[src/rtl/uld_pkg.sv]
package uld_pkg;

    localparam int DATA_W = 32;
    localparam int BYTES  = DATA_W / 8;
    localparam int OFS_W  = $clog2(BYTES);

    typedef enum logic [1:0] {
        SZ_BYTE = 2'd0,
        SZ_HALF = 2'd1,
        SZ_WORD = 2'd2,
        SZ_WRD2 = 2'd3
    } size_e;

    typedef enum logic [2:0] {
        S_IDLE,
        S_RD1,
        S_RD2,
        S_RESP,
        S_FLT
    } state_e;

    function automatic logic [OFS_W+1:0] size_bytes(input size_e sz);
        case (sz)
            SZ_BYTE: size_bytes = (OFS_W+2)'(1);
            SZ_HALF: size_bytes = (OFS_W+2)'(2);
            default: size_bytes = (OFS_W+2)'(BYTES);
        endcase
    endfunction

endpackage

[src/rtl/uld_plan.sv]
module uld_plan
    import uld_pkg::*;
(
    input  logic [OFS_W-1:0] ofs,
    input  size_e            size,
    input  logic             strict,
    output logic             span,
    output logic             misal,
    output logic             fault
);
    logic [OFS_W+1:0] nbytes;
    logic [OFS_W+1:0] last;

    always_comb begin
        nbytes = size_bytes(size);
        last   = {2'b00, ofs} + nbytes;
        span   = last > (OFS_W+2)'(BYTES);
        misal  = ({2'b00, ofs} & (nbytes - 1'b1)) != '0;
        fault  = strict & misal;
    end
endmodule

[src/rtl/uld_merge.sv]
module uld_merge
    import uld_pkg::*;
(
    input  logic [DATA_W-1:0] w_lo,
    input  logic [DATA_W-1:0] w_hi,
    input  logic [OFS_W-1:0]  ofs,
    input  logic              span,
    input  size_e             size,
    input  logic              sgn,
    output logic [DATA_W-1:0] data
);
    logic [OFS_W:0]    rem;
    logic [OFS_W+3:0]  sh_lo;
    logic [OFS_W+3:0]  sh_hi;
    logic [DATA_W-1:0] part_lo;
    logic [DATA_W-1:0] part_hi;
    logic [DATA_W-1:0] raw;

    always_comb begin
        rem     = (OFS_W+1)'(BYTES) - {1'b0, ofs};
        sh_lo   = {2'b00, ofs, 3'b000};
        sh_hi   = {1'b0, rem, 3'b000};
        part_lo = w_lo >> sh_lo;
        part_hi = span ? (w_hi << sh_hi) : '0;
        raw     = part_lo | part_hi;
        case (size)
            SZ_BYTE: data = {{(DATA_W-8){sgn & raw[7]}}, raw[7:0]};
            SZ_HALF: data = {{(DATA_W-16){sgn & raw[15]}}, raw[15:0]};
            default: data = raw;
        endcase
    end
endmodule

[src/rtl/uld_fsm.sv]
module uld_fsm
    import uld_pkg::*;
(
    input  logic   clk,
    input  logic   rst,
    input  logic   fire,
    input  logic   fault,
    input  logic   span_q,
    input  logic   rvalid,
    output state_e state
);
    state_e nxt;

    always_comb begin
        nxt = state;
        case (state)
            S_IDLE: if (fire) nxt = fault ? S_FLT : S_RD1;
            S_RD1:  if (rvalid) nxt = span_q ? S_RD2 : S_RESP;
            S_RD2:  if (rvalid) nxt = S_RESP;
            S_RESP: nxt = S_IDLE;
            S_FLT:  nxt = S_IDLE;
            default: nxt = S_IDLE;
        endcase
    end

    always_ff @(posedge clk) begin
        if (rst) state <= S_IDLE;
        else     state <= nxt;
    end

    assert_resp_returns_R8: assert property (@(posedge clk) disable iff (rst)
        (state == S_RESP || state == S_FLT) |=> state == S_IDLE);
endmodule

[src/rtl/uld_top.sv]
module uld_top
    import uld_pkg::*;
#(
    parameter int AW = 8
) (
    input  logic              clk,
    input  logic              rst,
    input  logic              strict_mode,
    input  logic              req_valid,
    output logic              req_ready,
    input  logic [AW-1:0]     req_addr,
    input  logic [1:0]        req_size,
    input  logic              req_signed,
    output logic              rsp_valid,
    output logic [DATA_W-1:0] rsp_data,
    output logic              rsp_fault,
    output logic              bus_rd,
    output logic [AW-3:0]     bus_addr,
    input  logic [DATA_W-1:0] bus_rdata,
    input  logic              bus_rvalid
);
    localparam int WAW = AW - OFS_W;

    state_e            state;
    logic              fire;
    logic              span_in, misal_in, fault_in;
    logic [AW-1:0]     addr_q;
    size_e             size_q;
    logic              sgn_q;
    logic              span_q;
    logic [DATA_W-1:0] w0_q, w1_q;
    logic [DATA_W-1:0] merged;
    logic [WAW-1:0]    base_w;

    assign req_ready = (state == S_IDLE);
    assign fire      = req_valid & req_ready;

    uld_plan u_plan (
        .ofs    (req_addr[OFS_W-1:0]),
        .size   (size_e'(req_size)),
        .strict (strict_mode),
        .span   (span_in),
        .misal  (misal_in),
        .fault  (fault_in)
    );

    uld_fsm u_fsm (
        .clk    (clk),
        .rst    (rst),
        .fire   (fire),
        .fault  (fault_in),
        .span_q (span_q),
        .rvalid (bus_rvalid),
        .state  (state)
    );

    always_ff @(posedge clk) begin
        if (rst) begin
            addr_q <= '0;
            size_q <= SZ_BYTE;
            sgn_q  <= 1'b0;
            span_q <= 1'b0;
            w0_q   <= '0;
            w1_q   <= '0;
        end else begin
            if (fire) begin
                addr_q <= req_addr;
                size_q <= size_e'(req_size);
                sgn_q  <= req_signed;
                span_q <= span_in;
            end
            if (state == S_RD1 && bus_rvalid) w0_q <= bus_rdata;
            if (state == S_RD2 && bus_rvalid) w1_q <= bus_rdata;
        end
    end

    assign base_w   = addr_q[AW-1:OFS_W];
    assign bus_rd   = (state == S_RD1) || (state == S_RD2);
    assign bus_addr = (state == S_RD2) ? base_w + 1'b1 : base_w;

    uld_merge u_merge (
        .w_lo (w0_q),
        .w_hi (w1_q),
        .ofs  (addr_q[OFS_W-1:0]),
        .span (span_q),
        .size (size_q),
        .sgn  (sgn_q),
        .data (merged)
    );

    assign rsp_valid = (state == S_RESP) || (state == S_FLT);
    assign rsp_fault = (state == S_FLT);
    assign rsp_data  = (state == S_RESP) ? merged : '0;

    assert_hold_bus_R9: assert property (@(posedge clk) disable iff (rst)
        (bus_rd && !bus_rvalid) |=> (bus_rd && $stable(bus_addr)));

    assert_next_word_R3: assert property (@(posedge clk) disable iff (rst)
        (state == S_RD1 && bus_rvalid && span_q) |=>
        (bus_rd && bus_addr == $past(bus_addr) + 1'b1));

    assert_single_read_R2: assert property (@(posedge clk) disable iff (rst)
        (state == S_RD1 && bus_rvalid && !span_q) |=> (!bus_rd && rsp_valid));

    assert_fault_no_bus_R6: assert property (@(posedge clk) disable iff (rst)
        (fire && strict_mode && misal_in) |=> (!bus_rd && rsp_valid && rsp_fault));

    assert_busy_after_accept_R8: assert property (@(posedge clk) disable iff (rst)
        fire |=> !req_ready);

    assert_rsp_pulse_R8: assert property (@(posedge clk) disable iff (rst)
        rsp_valid |=> !rsp_valid);

    assert_first_word_R1: assert property (@(posedge clk) disable iff (rst)
        fire |=> (rsp_fault || bus_addr == $past(req_addr[AW-1:OFS_W])));
endmodule

[config.mk]
export PLATFORM = sky130hd
export DESIGN_NAME = uld_top
export DESIGN_NICKNAME = d
export VERILOG_FILES = /design/src/rtl/uld_pkg.sv /design/src/rtl/uld_plan.sv /design/src/rtl/uld_merge.sv /design/src/rtl/uld_fsm.sv /design/src/rtl/uld_top.sv
export SDC_FILE = /design/constraint.sdc
export NUM_CORES = 1
export LEC_CHECK = 0
export ABC_CLOCK_PERIOD_IN_PS = 6200
export BUFFER_PORTS_ARGS = -buffer_cell sky130_fd_sc_hd__buf_2
export CAP_MARGIN = 20
export CORE_MARGIN = 2
export CORE_UTILIZATION = 55
export CTS_CLUSTER_SIZE = 16
export DETAILED_ROUTE_END_ITERATION = 16
export PLACE_DENSITY = 0.8
export SYNTH_ARGS = -nofsm -noshare
export SYNTH_HDL_FRONTEND = slang
export SYNTH_HIERARCHICAL = 1
export SYNTH_SLANG_ARGS = --single-unit
[constraint.sdc]
create_clock -name clk -period 6.2 [get_ports clk]
set_clock_uncertainty 0.1 [all_clocks]
set_input_delay 1.86 -clock clk [delete_from_list [all_inputs] [get_ports clk]]
set_output_delay 1.86 -clock clk [all_outputs]
set_load 0.01 [all_outputs]
==> impl_metrics.json <==
{
  "swShare": 0.315,
  "dpl.hpwl_um": 9140,
  "synth_nets": 657,
  "grt_start_max_net_pins": 78,
  "grt_pass1_wl_um": 20400,
  "r2r_start": "u_fsm/state[1]",
  "syn_area_sq_mm": 0.00461,
  "fin_tns_setup_ns": 0,
  "drt_wl_total_um": 12700,
  "cts_setup_buffers": 0,
  "clkPwrFrac": 0.329,
  "cts.clk_slew.worst_paths_ns": 0.08,
  "detail_route.first_pass.iterations": 5,
  "fin_nets": 715,
  "cp-end-kind": "output port",
  "powerDensity_mw_per_mm2": 232,
  "synth.area.top_cells": "dfxtp_1 34%, nand2_1 13%, a21oi_1 11%, mux2i_1 8.7%, and2_1 4.6%",
  "io_buffers": 89,
  "drc": 0,
  "overflow": 0,
  "comb_power_share": 0.200,
  "nFillCells": 705,
  "synth_top_area_frac": 0.343,
  "r2r_cells": 4,
  "min_path_type": "register to register",
  "drv_slew": 0,
  "yosysTopAreaCell": "dfxtp_1",
  "holdPathEnd": "w1_q[28]",
  "synthAdderAreaFrac": 0.0206,
  "internal_power_mw": 0.833,
  "cts_hold_buf": 0,
  "dp.cells": 754,
  "postCtsResizedCells": 0,
  "yosys_warnings": 6,
  "async_reset_ff_frac": 0,
  "setup_violations": 0,
  "via_per_inst": 5.79,
  "cts_buffer_depth": 2,
  "ys_seq_area_frac": 0.343,
  "cts_sinks": 79,
  "worstReg2RegEnd": "w1_q[15]",
  "diodes": 0,
  "avgSynthCellArea_sq_um": 7.65,
  "path_class": "register to output port",
  "rsz0062_at_grt": "no",
  "drive_above_1_share": 0.214,
  "finalCriticalPeriod_ns": 5.10,
  "synth_compound_area_frac": 0.215,
  "vdd.ir_drop.worst_mv": 0.133,
  "fmax_mhz": 196,
  "drtIter0Drc": 304,
  "die_h_um": 95.5,
  "post_drt_wl_per_cell_um": 16.6,
  "critPathMaxFanout": 24,
  "rows": 33,
  "num_vias": 4460,
  "synth_top_family_by_area": "simple AND/OR/NAND/NOR gates",
  "place.gp.congestion": 0.945,
  "ant_nets": 0,
  "critPathLaunchType": "register",
  "min_path_cells": 2,
  "whs_ns": 0.363,
  "start_util": 0.564,
  "cts-root-buf": "clkbuf_8",
  "clkLatencyLatePin_ns": 0.34,
  "ios": 90,
  "tightest_slew_ns": 0.869,
  "p_leak_nw": 1.96,
  "die_area_sq_mm": 0.00913,
  "core_sq_mm": 0.00818,
  "yosysMostFrequentCell": "nand2_1",
  "finalNonFillerCells": 770,
  "final.setup.worst_slack_ns": 1.10,
  "switching_power_mw": 0.382,
  "yosys.area_share.simple": 0.239,
  "synth_top_flop_cell": "dfxtp_1",
  "die_x_um": 95.5,
  "drv_cap": 0,
  "cts_buffers": 9,
  "ys_ff_latch": 79,
  "synth_mux_area_frac": 0.114,
  "synthXorXnorAreaFrac": 0.0114,
  "syn2layout_area_growth_pct": 13.8,
  "hold_viol": 0,
  "htree_levels": 3,
  "synth_edf_count": 0,
  "power_frac_seq": 0.472,
  "grtUsageTotal": 0.288,
  "hold_path_startpoint": "w1_q[28]",
  "netlist_top_cells_count": "158 x nand2_1, 104 x a21oi_1, 79 x dfxtp_1",
  "cts_tree": "done",
  "synthCells": 602,
  "antenna_found_initial": 0,
  "place_ws_ns": 1.56,
  "slew_headroom": 0.420,
  "min_period_over_period": 0.822,
  "cp_data_arrival_time_ns": 3.14,
  "yosysUniqueCellTypes": 48,
  "status": "complete, no violations",
  "grt_pass1_vias": 4122,
  "critPathRequiredTime_ns": 4.24,
  "r2r_slack_ns": 4.07
}
==> cell type report <==
cell class	instances	area, sq um	share of cell area
clock inverters	6	68.8	0.0131
inverters	7	27.5	0.00525
multi-input cells	467	2800	0.534
repair buffers	96	498	0.0950
flip-flops and latches	79	1580	0.302
well taps	105	131	0.0251
clock buffers	10	138	0.0262
==> logic make-up (layout without fill, tap and decap cells) <==
kind of cell    Yosys count  count (layout)
mux                      50              50
simple gates            242             242
fa+ha+maj                 7               7
buf+inv                  56             119
xor+xnor                  6               6
compound gates          162             162
flops                    79              79
==> how the worst max path moves through the flow <==
stage	from	to	depth (start not counted)	slack, ns
CTS	addr_q[0]	rsp_data[20]	8	1.17
global placement	addr_q[0]	rsp_data[31]	8	1.72
global route	addr_q[1]	rsp_data[20]	8	0.89
finish	addr_q[0]	rsp_data[20]	8	1.10
floorplan	addr_q[1]	rsp_data[26]	11	1.66
detailed placement	addr_q[0]	rsp_data[20]	8	1.56
==> worst max-delay path, stage by stage, from the launching register on <==
cell and delay (ns):
dfxtp_2 0.34, inv_1 0.08, ha_1 0.34, or3b_1 0.69, o221ai_1 0.34, a32oi_4 0.55
a21oi_1 0.14, and2_1 0.17, buf_2 0.13
==> through the flow <==
step,utilization,total power [mW],instance area (sq um)
global route,0.641,1.27,5240
finish,0.641,1.22,5240
floorplan,-,0.752,4610
detailed placement,0.616,0.823,5040
CTS,0.641,1.22,5240
global placement,0.616,0.814,5040
==> flip-flops by register name, indices dropped and copies added, names as in the netlist <==
name and count:
w1_q 32, addr_q 8, u_fsm/state 3, size_q 2
w0_q 32, sgn_q 1, span_q 1
==> power by group through the flow <==
stage               clock, mW  sequential (mW)  combinational (mW)
floorplan                   0            0.564               0.187
global placement            0            0.582               0.232
detailed placement          0            0.584               0.239
CTS                     0.404            0.572               0.240
global route            0.427            0.577               0.269
finish                  0.400            0.573               0.243
==> metal layers <==
layer	wire length, um	GRT usage	vias to the layer above
met1	5470	0.381	2075
met5	0	0	-
met4	239	0.0881	0
met2	6170	0.478	167
met3	861	0.0530	28
li1	-	-	2190
==> cells in the final DEF (no fill, tap or decap), drive strengths merged, types with 10 or more instances in the layout <==
cell    netlist  routed
a21oi       113     113
and2         34      34
buf          20      96
clkbuf       29      10
dfxtp        79      79
mux2i        40      40
nand2       158     158
nor2         24      24
(Power assumes the default switching activity.)
